<file path="config.mk">
export PLATFORM = sky130hd
export DESIGN_NAME = psu_restart_seq
export DESIGN_NICKNAME = d
export VERILOG_FILES = /design/src/rtl/psu_restart_seq.sv
export SDC_FILE = /design/constraint.sdc
export NUM_CORES = 1
export LEC_CHECK = 0
export ABC_AREA = 1
export ABC_CLOCK_PERIOD_IN_PS = 1850
export BUFFER_PORTS_ARGS = -buffer_cell sky130_fd_sc_hd__buf_2
export CORE_MARGIN = 10
export CORE_UTILIZATION = 55
export DETAILED_ROUTE_END_ITERATION = 8
export PLACE_DENSITY = 0.74
export SLEW_MARGIN = 10
export SYNTH_ARGS = -nofsm -noshare
export SYNTH_HDL_FRONTEND = slang
export SYNTH_SLANG_ARGS = --single-unit
</file>
<file path="constraint.sdc">
create_clock -name clk -period 1.85 [get_ports clk]
set_input_delay 0.2775 -clock clk [delete_from_list [all_inputs] [get_ports clk]]
set_output_delay 0.2775 -clock clk [all_outputs]
set_load 0.05 [all_outputs]
</file>
<file path="src/rtl/psu_restart_seq.sv">
module psu_restart_seq #(
  parameter int CLK_HZ   = 125_000_000,
  parameter int BLANK_NS = 5000
) (
  input  logic       clk,
  input  logic       rst_n,
  input  logic       vcc_on_i,
  input  logic       vcc_off_i,
  input  logic       vcc_ovp_i,
  input  logic       ss_done_i,
  input  logic       ss_win_i,
  input  logic       fb_high_i,
  input  logic       hot_i,
  output logic       bias_en,
  output logic       ss_discharge,
  output logic       gate_en,
  output logic       err_latched,
  output logic [1:0] state_dbg
);
  localparam int BLANK_CYC = (CLK_HZ / 1000) * BLANK_NS / 1_000_000;
  localparam int CW = $clog2(BLANK_CYC + 1);
  localparam int NF = 7;

  typedef enum logic [1:0] {S_OFF = 2'd0, S_SS = 2'd1, S_RUN = 2'd2, S_FLT = 2'd3} st_t;

  logic [NF-1:0] meta, sy;
  st_t           st;
  logic [CW-1:0] cnt;
  logic          err_q;

  always_ff @(posedge clk or negedge rst_n)
    if (!rst_n) begin
      meta <= '0;
      sy   <= '0;
    end else begin
      meta <= {hot_i, fb_high_i, ss_win_i, ss_done_i, vcc_ovp_i, vcc_off_i, vcc_on_i};
      sy   <= meta;
    end

  wire on_s  = sy[0];
  wire off_s = sy[1];
  wire ovp_s = sy[2];
  wire ssd_s = sy[3];
  wire win_s = sy[4];
  wire fb_s  = sy[5];
  wire hot_s = sy[6];

  wire active = (st == S_SS) || (st == S_RUN);
  wire cond   = active && (hot_s || (ssd_s && fb_s) || (ovp_s && fb_s && !win_s));
  wire trip   = cond && (cnt == CW'(BLANK_CYC - 1));

  always_ff @(posedge clk or negedge rst_n)
    if (!rst_n) begin
      st    <= S_OFF;
      cnt   <= '0;
      err_q <= 1'b0;
    end else begin
      cnt <= (cond && !off_s && !trip) ? cnt + 1'b1 : '0;
      case (st)
        S_OFF: if (on_s) begin
          st    <= S_SS;
          err_q <= 1'b0;
        end
        S_SS, S_RUN: begin
          if (off_s) st <= S_OFF;
          else if (trip) begin
            st    <= S_FLT;
            err_q <= 1'b1;
          end else if (st == S_SS && ssd_s) st <= S_RUN;
        end
        default: if (off_s) st <= S_OFF;
      endcase
    end

  assign bias_en      = st != S_OFF;
  assign ss_discharge = st == S_OFF;
  assign gate_en      = active;
  assign err_latched  = err_q;
  assign state_dbg    = st;
endmodule

</file>
# Word-level counts from Yosys, hierarchy flattened
# Cells that the tools add are included.
[totals]
word_cells = 45
latch_bits = 0
reg_bits = 27
rom_bits = 0
memories = 0
ramBits = 0
out_inout_bits = 6
input_bits = 9
[op_classes]
n_lt_le_gt_ge = 0
addsub = 1
n_reduce_logical = 21
n_mul = 0
bitwise_logic = 0
div_mod_pow = 0
n_eq_ne = 7
n_shift = 0
mux = 11
[ops]
columns = ["op", "count"]
rows = [
  ["10-bit by 1-bit adder with 10-bit output (second input constant)", 1],
  ["10-bit equality test (second input constant)", 1],
  ["10-bit two-way mux", 1],
  ["2-bit two-way mux", 5],
  ["1-bit logical AND", 8],
  ["2-bit inequality test (second input constant)", 2],
  ["4-bit inequality test (second input constant)", 1],
  ["2-bit case mux with 2 select lines", 1],
  ["4-bit AND reduction", 1],
  ["2-bit nonzero test", 2],
  ["1-bit zero test", 3],
  ["1-bit logical OR", 3],
  ["1-bit two-way mux", 3],
  ["3-bit AND reduction", 1],
  ["3-bit nonzero test", 1],
  ["2-bit by 1-bit equality test with 1-bit output (second input constant)", 1],
  ["2-bit equality test (second input constant)", 1],
  ["2-bit zero test", 1],
  ["2-bit by 1-bit inequality test with 1-bit output (second input constant)", 1],
  ["1-bit case mux with 2 select lines", 1],
  ["2-bit OR reduction", 1],
]

# Depth between registers and ports, before layout
# Gate-level depths: netlist of run 1.
[depth]
ltp_word = 8
mapped_depth = 10

# Worst setup path after synthesis of run 1
# Ideal clock, no wire load.
[synth_timing]
path_type = "register to register"
startpoint = "register st[0], in the netlist state_dbg[0]"
endpoint = "register st[0], in the netlist state_dbg[0]"
path_stages_with_launch = 10
arrival_ns = 2.123
slack_ns = -0.391
period_less_slack_ns = 2.241
setup_time_ns = 0.118
n_path_buf = 0
required_time_ns = 1.732
path_cell_list = "dfrtp_1 > inv_1 > ha_1 > inv_1 > nor2_1 > a31oi_1 > nand2_2 > clkinv_1 > nand2_1 > nand2_1"
[synth_between]
elab_cells_between_ends = 15
classes_between = "eq/ne: 4; mux: 3; reduce/logical: 8"
[synth_rtl]
columns = ["item", "line", "source"]
rows = [
  ["start: declaration", "27", "st_t st;"],
  ["start signal: assignment", "54", "st <= S_OFF;"],
  ["start signal: assignment", "61", "st <= S_SS;"],
  ["start signal: assignment", "65", "if (off_s) st <= S_OFF;"],
  ["2-bit zero test *", "--", ""],
  ["net ss_discharge", "15", "output logic ss_discharge,"],
  ["2-bit by 1-bit inequality test with 1-bit output (no source line) / 3-bit nonzero test (equally long branches)", "--", ""],
  ["3-bit AND reduction (no source line)", "--", ""],
]
# The timed path passes the listed nets; every way through them passes the cells marked *.
# A chain may end at the register's enable or synchronous reset.

# Worst setup path in the final report of run 1
[layout_timing]
startpoint = "register st[0], in the netlist state_dbg[0]"
endpoint = "output bias_en"
[layout_between]
elab_chain_len = 1
[layout_lines]
columns = ["item", "line", "source"]
rows = [
  ["2-bit nonzero test", "75", "assign bias_en = st != S_OFF;"],
  ["end: declaration", "14", "output logic bias_en,"],
]
# No other way between the ends.

==> results of run 1 <==
[metrics by stage]
step | total power (W) | hold slack, ps
2_1_floorplan | 0.001262 | -18.09
3_3_place_gp | 0.001347 | 301.5
3_5_place_dp | 0.001363 | 304.5
4_1_cts | 0.001637 | 20.84
5_1_grt | 0.001739 | 0.8251
6_report | 0.001628 | 34.52
[cell usage in the layout (no fill, tap or decap), drive strengths merged]
cell and count:
nor3 1, dfrtp 27, clkinv 1, nand3 7, dlygate4sd3 5, a31oi 2
xor2 1, clkinvlp 1, clkbuf 3, nor3b 3, nand4 3, o21ai 3
inv 18, nand2 20, a21oi 2, buf 14, ha 6, a22oi 1
nor2 21
[cells in the mapped netlist (all sizes together)]
master  count
nor3b       3
clkinv      1
dfrtp      27
nand2      20
inv        18
a21oi       2
ha          6
a31oi       2
a22oi       1
nand4       3
xor2        1
o21ai       3
nor3        1
nand3       7
nor2       21
[metal layers]
metal	wire length, µm	track usage, %	vias up
li1	-	-	409
met1	907	11.28	365
met2	892	15.19	14
met3	128	4.237	5
met4	26	4.450	0
met5	0	0	-
[report_power, final]
group,internal (W),total [W],switching (W)
Combinational,0.000195,0.000684,0.000489
Clock,0.0000885,0.000269,0.000180
Sequential,0.000637,0.000675,0.0000379
[critical path, stage by stage, from the launching register on]
cell,delay (ps)
dfrtp_2,460
inv_1,120
ha_4,160
clkinvlp_4,100
buf_2,220
[logic make-up (layout without fill, tap and decap cells)]
group           after synthesis  count (layout)  synth area share (%)
simple gates                 55              55                 26.00
flops                        27              27                 57.08
buf+inv                      19              42                 6.025
compound gates                8               8                 3.805
fa+ha+maj                     6               6                 6.342
xor+xnor                      1               1                0.7401
[what timing repair did]
action / in CTS / in global routing
endpoints found under the hold margin: 27 / 4
resized for setup: 0 / 0
setup buffers: 0 / 0
hold buffers: 1 / 4
[registers in the layout, indices dropped and copies added, names as in the netlist]
register / flops
err_latched: 1
sy: 7
state_dbg: 2
meta: 7
cnt: 10
[how the worst max path moves through the flow]
stage                    to  slack [ps]  cells past startpoint
2_1_floorplan  state_dbg[0]         0.3                      9
3_3_place_gp   state_dbg[0]         390                     10
3_5_place_dp   state_dbg[0]         350                     10
4_1_cts             bias_en         170                      4
5_1_grt             bias_en          90                      4
6_report            bias_en         170                      4
[area by class of cell]
cell class              count  area, µm²
well taps                  27      33.78
repair buffers             19      120.1
fillers                   170      614.3
inverters                  19      75.07
clock buffers               3      22.52
flip-flops and latches     27      678.2
clock inverters             1      8.758
multi-input cells          70      449.2
==> flow_summary_export.csv, run 1 <==
group,metric,value,unit
clock_tree,cts_tree,"yes",
final_layout,antenna_cells,0,
floorplan,num_io_pins,15,
detailed_routing,wirelength,1.954,mm
synth,synth_area_leaders,"dfrtp_1 57%, ha_1 6.3%, inv_1 5.4%",
synth,synth_cell_types,24,
critical_path,arrival,1400,ps
final_layout,area_delta_synth_final,17.23,%
critical_path,reg2reg_from,"state_dbg[0]",
placement,dpl_cell_area,1306,µm²
critical_path,crit_fanout,5,
run,maxCapViolations,0,
clock_tree,cts_made_buffers,3,
clock_tree,clock-sinks,27,
global_route,antenna_found_initial,0,
placement,dp_hpwl,1.490,mm
clock_tree,ctsHtreeMaxLevel,1,
synth,syn-cell-area,1184,µm²
timing,hold_viol,0,
synth,synth-seq-cells,27,
timing,setup_viol,0,
final_layout,final_util,69.31,%
critical_path,r2r_slack,320,ps
hold_path,whs_endpoint,"meta[4]",
critical_path,cp-startpoint,"state_dbg[0]",
synth,yosysTopAreaCellShare,57.08,%
critical_path,start_kind,"flop",
floorplan,core_area,2002,µm²
timing,skew,2.776,ps
final_layout,finalNonFillerCells,166,
hold_path,min_from,"ss_win_i",
timing,layout_min_cycle_time,1679,ps
detailed_routing,drtIter0Drc,27,
floorplan,die_x,66.39,µm
timing,setup-tns-final,0,ps
placement,place.gp.congestion,0.8075,
final_layout,final_area,1388,µm²
power,peakVddDrop,1.171,mV
critical_path,critPathCaptureType,"output port",
timing,setup_ws,171.2,ps
final_layout,drive_gt1_share,27.34,%
floorplan,dieArea,4408,µm²
clock_tree,cts_root_buf,"clkbuf_4",
placement,dp_cells,157,
synth,synth_fp_nets,131,
detailed_routing,vias_per_cell,4.777,
clock_tree,clk_pin_slew,140,ps
timing,fmaxAchievable,595.7,MHz
critical_path,reg2regPathDepth,10,
global_route,grt_pass1_vias,800,
synth,synth_warnings,0,
global_route,grt_max_degree,28,
detailed_routing,route.detailed.drc,0,
detailed_routing,vias,793,
power,powerDensity,1173,nW/µm²
clock_tree,cts_buffer_depth,2,
critical_path,worstPathRequired,1570,ps
global_route,track_usage,9.758,%
timing,finalMaxSlewViolations,0,
timing,rsz0062_at_grt,"no",
clock_tree,clk_latency,330,ps
synth,synth_top_area_cell,"dfrtp_1",
critical_path,timing.rr.end,"state_dbg[0]",
run_status,status,"finished, final reports clean",
floorplan,start_util,59.12,%
synth,yosysSeqAreaShare,57.08,%
synth,synthCells,116,
critical_path,crit_type,"flop to output port",
hold_path,min_delay_path_depth,1,
final_layout,nets,155,
floorplan,chipHeight,66.39,µm
power,leakage,0.6285,nW
detailed_routing,dr.pass1.iters,3,
global_route,grt_pass1_wl,3.353,mm
timing,slew_headroom,62.25,%
placement,pre_cts_ws,349.9,ps
timing,min_period_over_period,90.74,%
global_route,gr-total-overflow,0,
hold_path,hold_class,"input pin to flop",
floorplan,num_rows,16,
placement,io_buffers,14,
detailed_routing,ant_nets,0,
timing,tightest_slew,566.3,ps
synth,synth.avg_cell_area,10.20,µm²
detailed_routing,routedWlPerCell,11.77,µm
No activity file was read; power rests on OpenSTA's default activity.
==> run 2: changes to the inputs <==
CORE_UTILIZATION = 30   (was 55)
PLACE_DENSITY = 0.45   (was 0.74)
SLEW_MARGIN = not set   (was 10)
==> run 2 against run 1 <==
Effect of this change:
- the flow now finishes with violations (negative hold slack)
- combinational power decreased by 2%
- power increased by 4.3%
- non-clock buffer count decreased by 5
- register-to-register slack improved by 20 ps
- worst setup slack improved by 62 ps
- fmax increased by 3.8%
- hold slack got worse by 47 ps
- cell count increased by 9.6%
- sequential cell count unchanged
- global-route usage decreased by 3.6 points
- sequential power about the same
- critical endpoint unchanged
==> flow_summary_export.csv, run 2 (same netlist as run 1, synthesis figures left out) <==
group,metric,value,unit
detailed_routing,routedWlPerCell,11.03,µm
clock_tree,cts_tree,"yes",
detailed_routing,vias_per_cell,4.209,
global_route,grt_pass1_vias,754,
hold_path,hold_class,"input pin to asynchronous set/reset pin",
floorplan,core_area,3744,µm²
final_layout,final_cell_mix,"25 x dfrtp_1, 17 x nand2_1, 16 x inv_1",
timing,rsz0062_at_grt,"no",
power,swShare,42.20,%
clock_tree,cts_repair_resize_count,0,
power,peakVddDrop,0.4481,mV
clock_tree,cts_made_buffers,3,
floorplan,num_rows,22,
timing,whs,-12.87,ps
power,leakage,0.6154,nW
power,clkPwrFrac,20.7,%
global_route,gr-total-overflow,0,
final_layout,largest_register_ffs,10,
global_route,grt_pass1_wl,3.560,mm
power,power_switching,0.0007161,W
detailed_routing,vias,766,
final_layout,regMostFlops,"cnt",
timing,setup_viol,0,
floorplan,die_x,82.81,µm
timing,min_period_over_period,87.39,%
timing,skew,5.865,ps
clock_tree,clk_pin_slew,100,ps
floorplan,dieArea,6858,µm²
timing,slew_headroom,60.89,%
critical_path,critPathCaptureType,"output port",
run_status,violations,"negative hold slack",
placement,place.gp.congestion,0.8074,
critical_path,crit_fanout,5,
critical_path,arrival,1340,ps
critical_path,start_kind,"flop",
final_layout,nets,150,
clock_tree,ctsHoldBuffers,0,
final_layout,final_util,36.93,%
floorplan,start_util,31.62,%
timing,hold_viol,25,
run_status,status,"complete, but fails checks",
placement,dp_hpwl,1.542,mm
detailed_routing,drtIter0Drc,43,
final_layout,final_common_cell,"dfrtp_1",
placement,pre_cts_ws,349.3,ps
detailed_routing,wirelength,2.008,mm
timing,layout_min_cycle_time,1617,ps
global_route,antenna_found_initial,0,
power,pwr-share-seq,39.7,%
timing,finalMaxSlewViolations,0,
detailed_routing,dr.pass1.iters,4,
detailed_routing,ant_nets,0,
timing,setup_ws,233.3,ps
clock_tree,clock-sinks,27,
clock_tree,post_cts_buffers,0,
critical_path,worstPathRequired,1570,ps
global_route,grt_max_degree,28,
clock_tree,cts_root_buf,"clkbuf_8",
power,powerDensity,1227,nW/µm²
timing,tightest_slew,586.7,ps
final_layout,area_delta_synth_final,16.81,%
floorplan,num_io_pins,15,
clock_tree,clk_latency,280,ps
critical_path,crit_type,"flop to output port",
critical_path,reg2regPathDepth,6,
timing,fmaxAchievable,618.5,MHz
global_route,track_usage,6.181,%
run,maxCapViolations,0,
power,combPwrFrac,39.6,%
detailed_routing,route.detailed.drc,0,
placement,io_buffers,14,
power,internal-power,0.0009807,W
final_layout,antenna_cells,0,
clock_tree,cts_buffer_depth,2,
timing,setup-tns-final,0,ps
floorplan,chipHeight,82.81,µm
final_layout,drive_gt1_share,28.36,%
final_layout,largestRegisters,"cnt (10), meta (7), sy (7)",
clock_tree,ctsHtreeMaxLevel,1,
==> run 2: stage by stage <==
stage	total power, W	cells	area, µm²
after floorplan	0.001262	116	1202
after global placement	0.001362	178	1333
after detailed placement	0.001368	178	1333
after CTS	0.001723	182	1383
after global routing	0.001819	182	1383
final	0.001697	182	1383
==> run 2: layout make-up <==
cell class / instances / area (µm²)
Fill cell: 390 / 2361
Sequential cell: 27 / 678.2
Multi-Input combinational cell: 70 / 449.2
Inverter: 19 / 75.07
Timing Repair Buffer: 14 / 70.07
Tap cell: 48 / 60.06
Clock buffer: 3 / 41.29
Clock inverter: 1 / 8.758
==> run 2: worst paths after layout <==
check / from / end / slack, ps
setup / recovery: state_dbg[0] / bias_en / 230
hold / removal: rst_n / meta[2] / -10
setup reg to reg: state_dbg[0] / cnt[8] / 340
hold reg to reg: meta[5] / sy[5] / 360
max in group asynchronous: rst_n / state_dbg[1] / 1450
min in group clk: hot_i / meta[6] / 100
==> run 2: worst max-delay path, cell delays in order, from the launching register on <==
cell        delay [ps]
dfrtp_2            440
inv_1              120
ha_4               160
clkinvlp_4         110
buf_2              230
==> run 2: per-layer routing <==
metal,GRT usage (%),vias to the layer above,share of wire (%)
met1,8.518,345,51
met5,0,-,0
li1,-,399,-
met4,4.154,0,2.8
met2,7.961,17,41
met3,1.758,5,4.8
==> run 2: power by group through the flow <==
stage	sequential (W)	clock (W)	combinational [W]
6_report	0.000674	0.000351	0.000672
5_1_grt	0.000683	0.000397	0.000738
4_1_cts	0.000675	0.000365	0.000682
3_5_place_dp	0.000687	0	0.000681
3_3_place_gp	0.000683	0	0.000679
2_1_floorplan	0.000744	0	0.000518
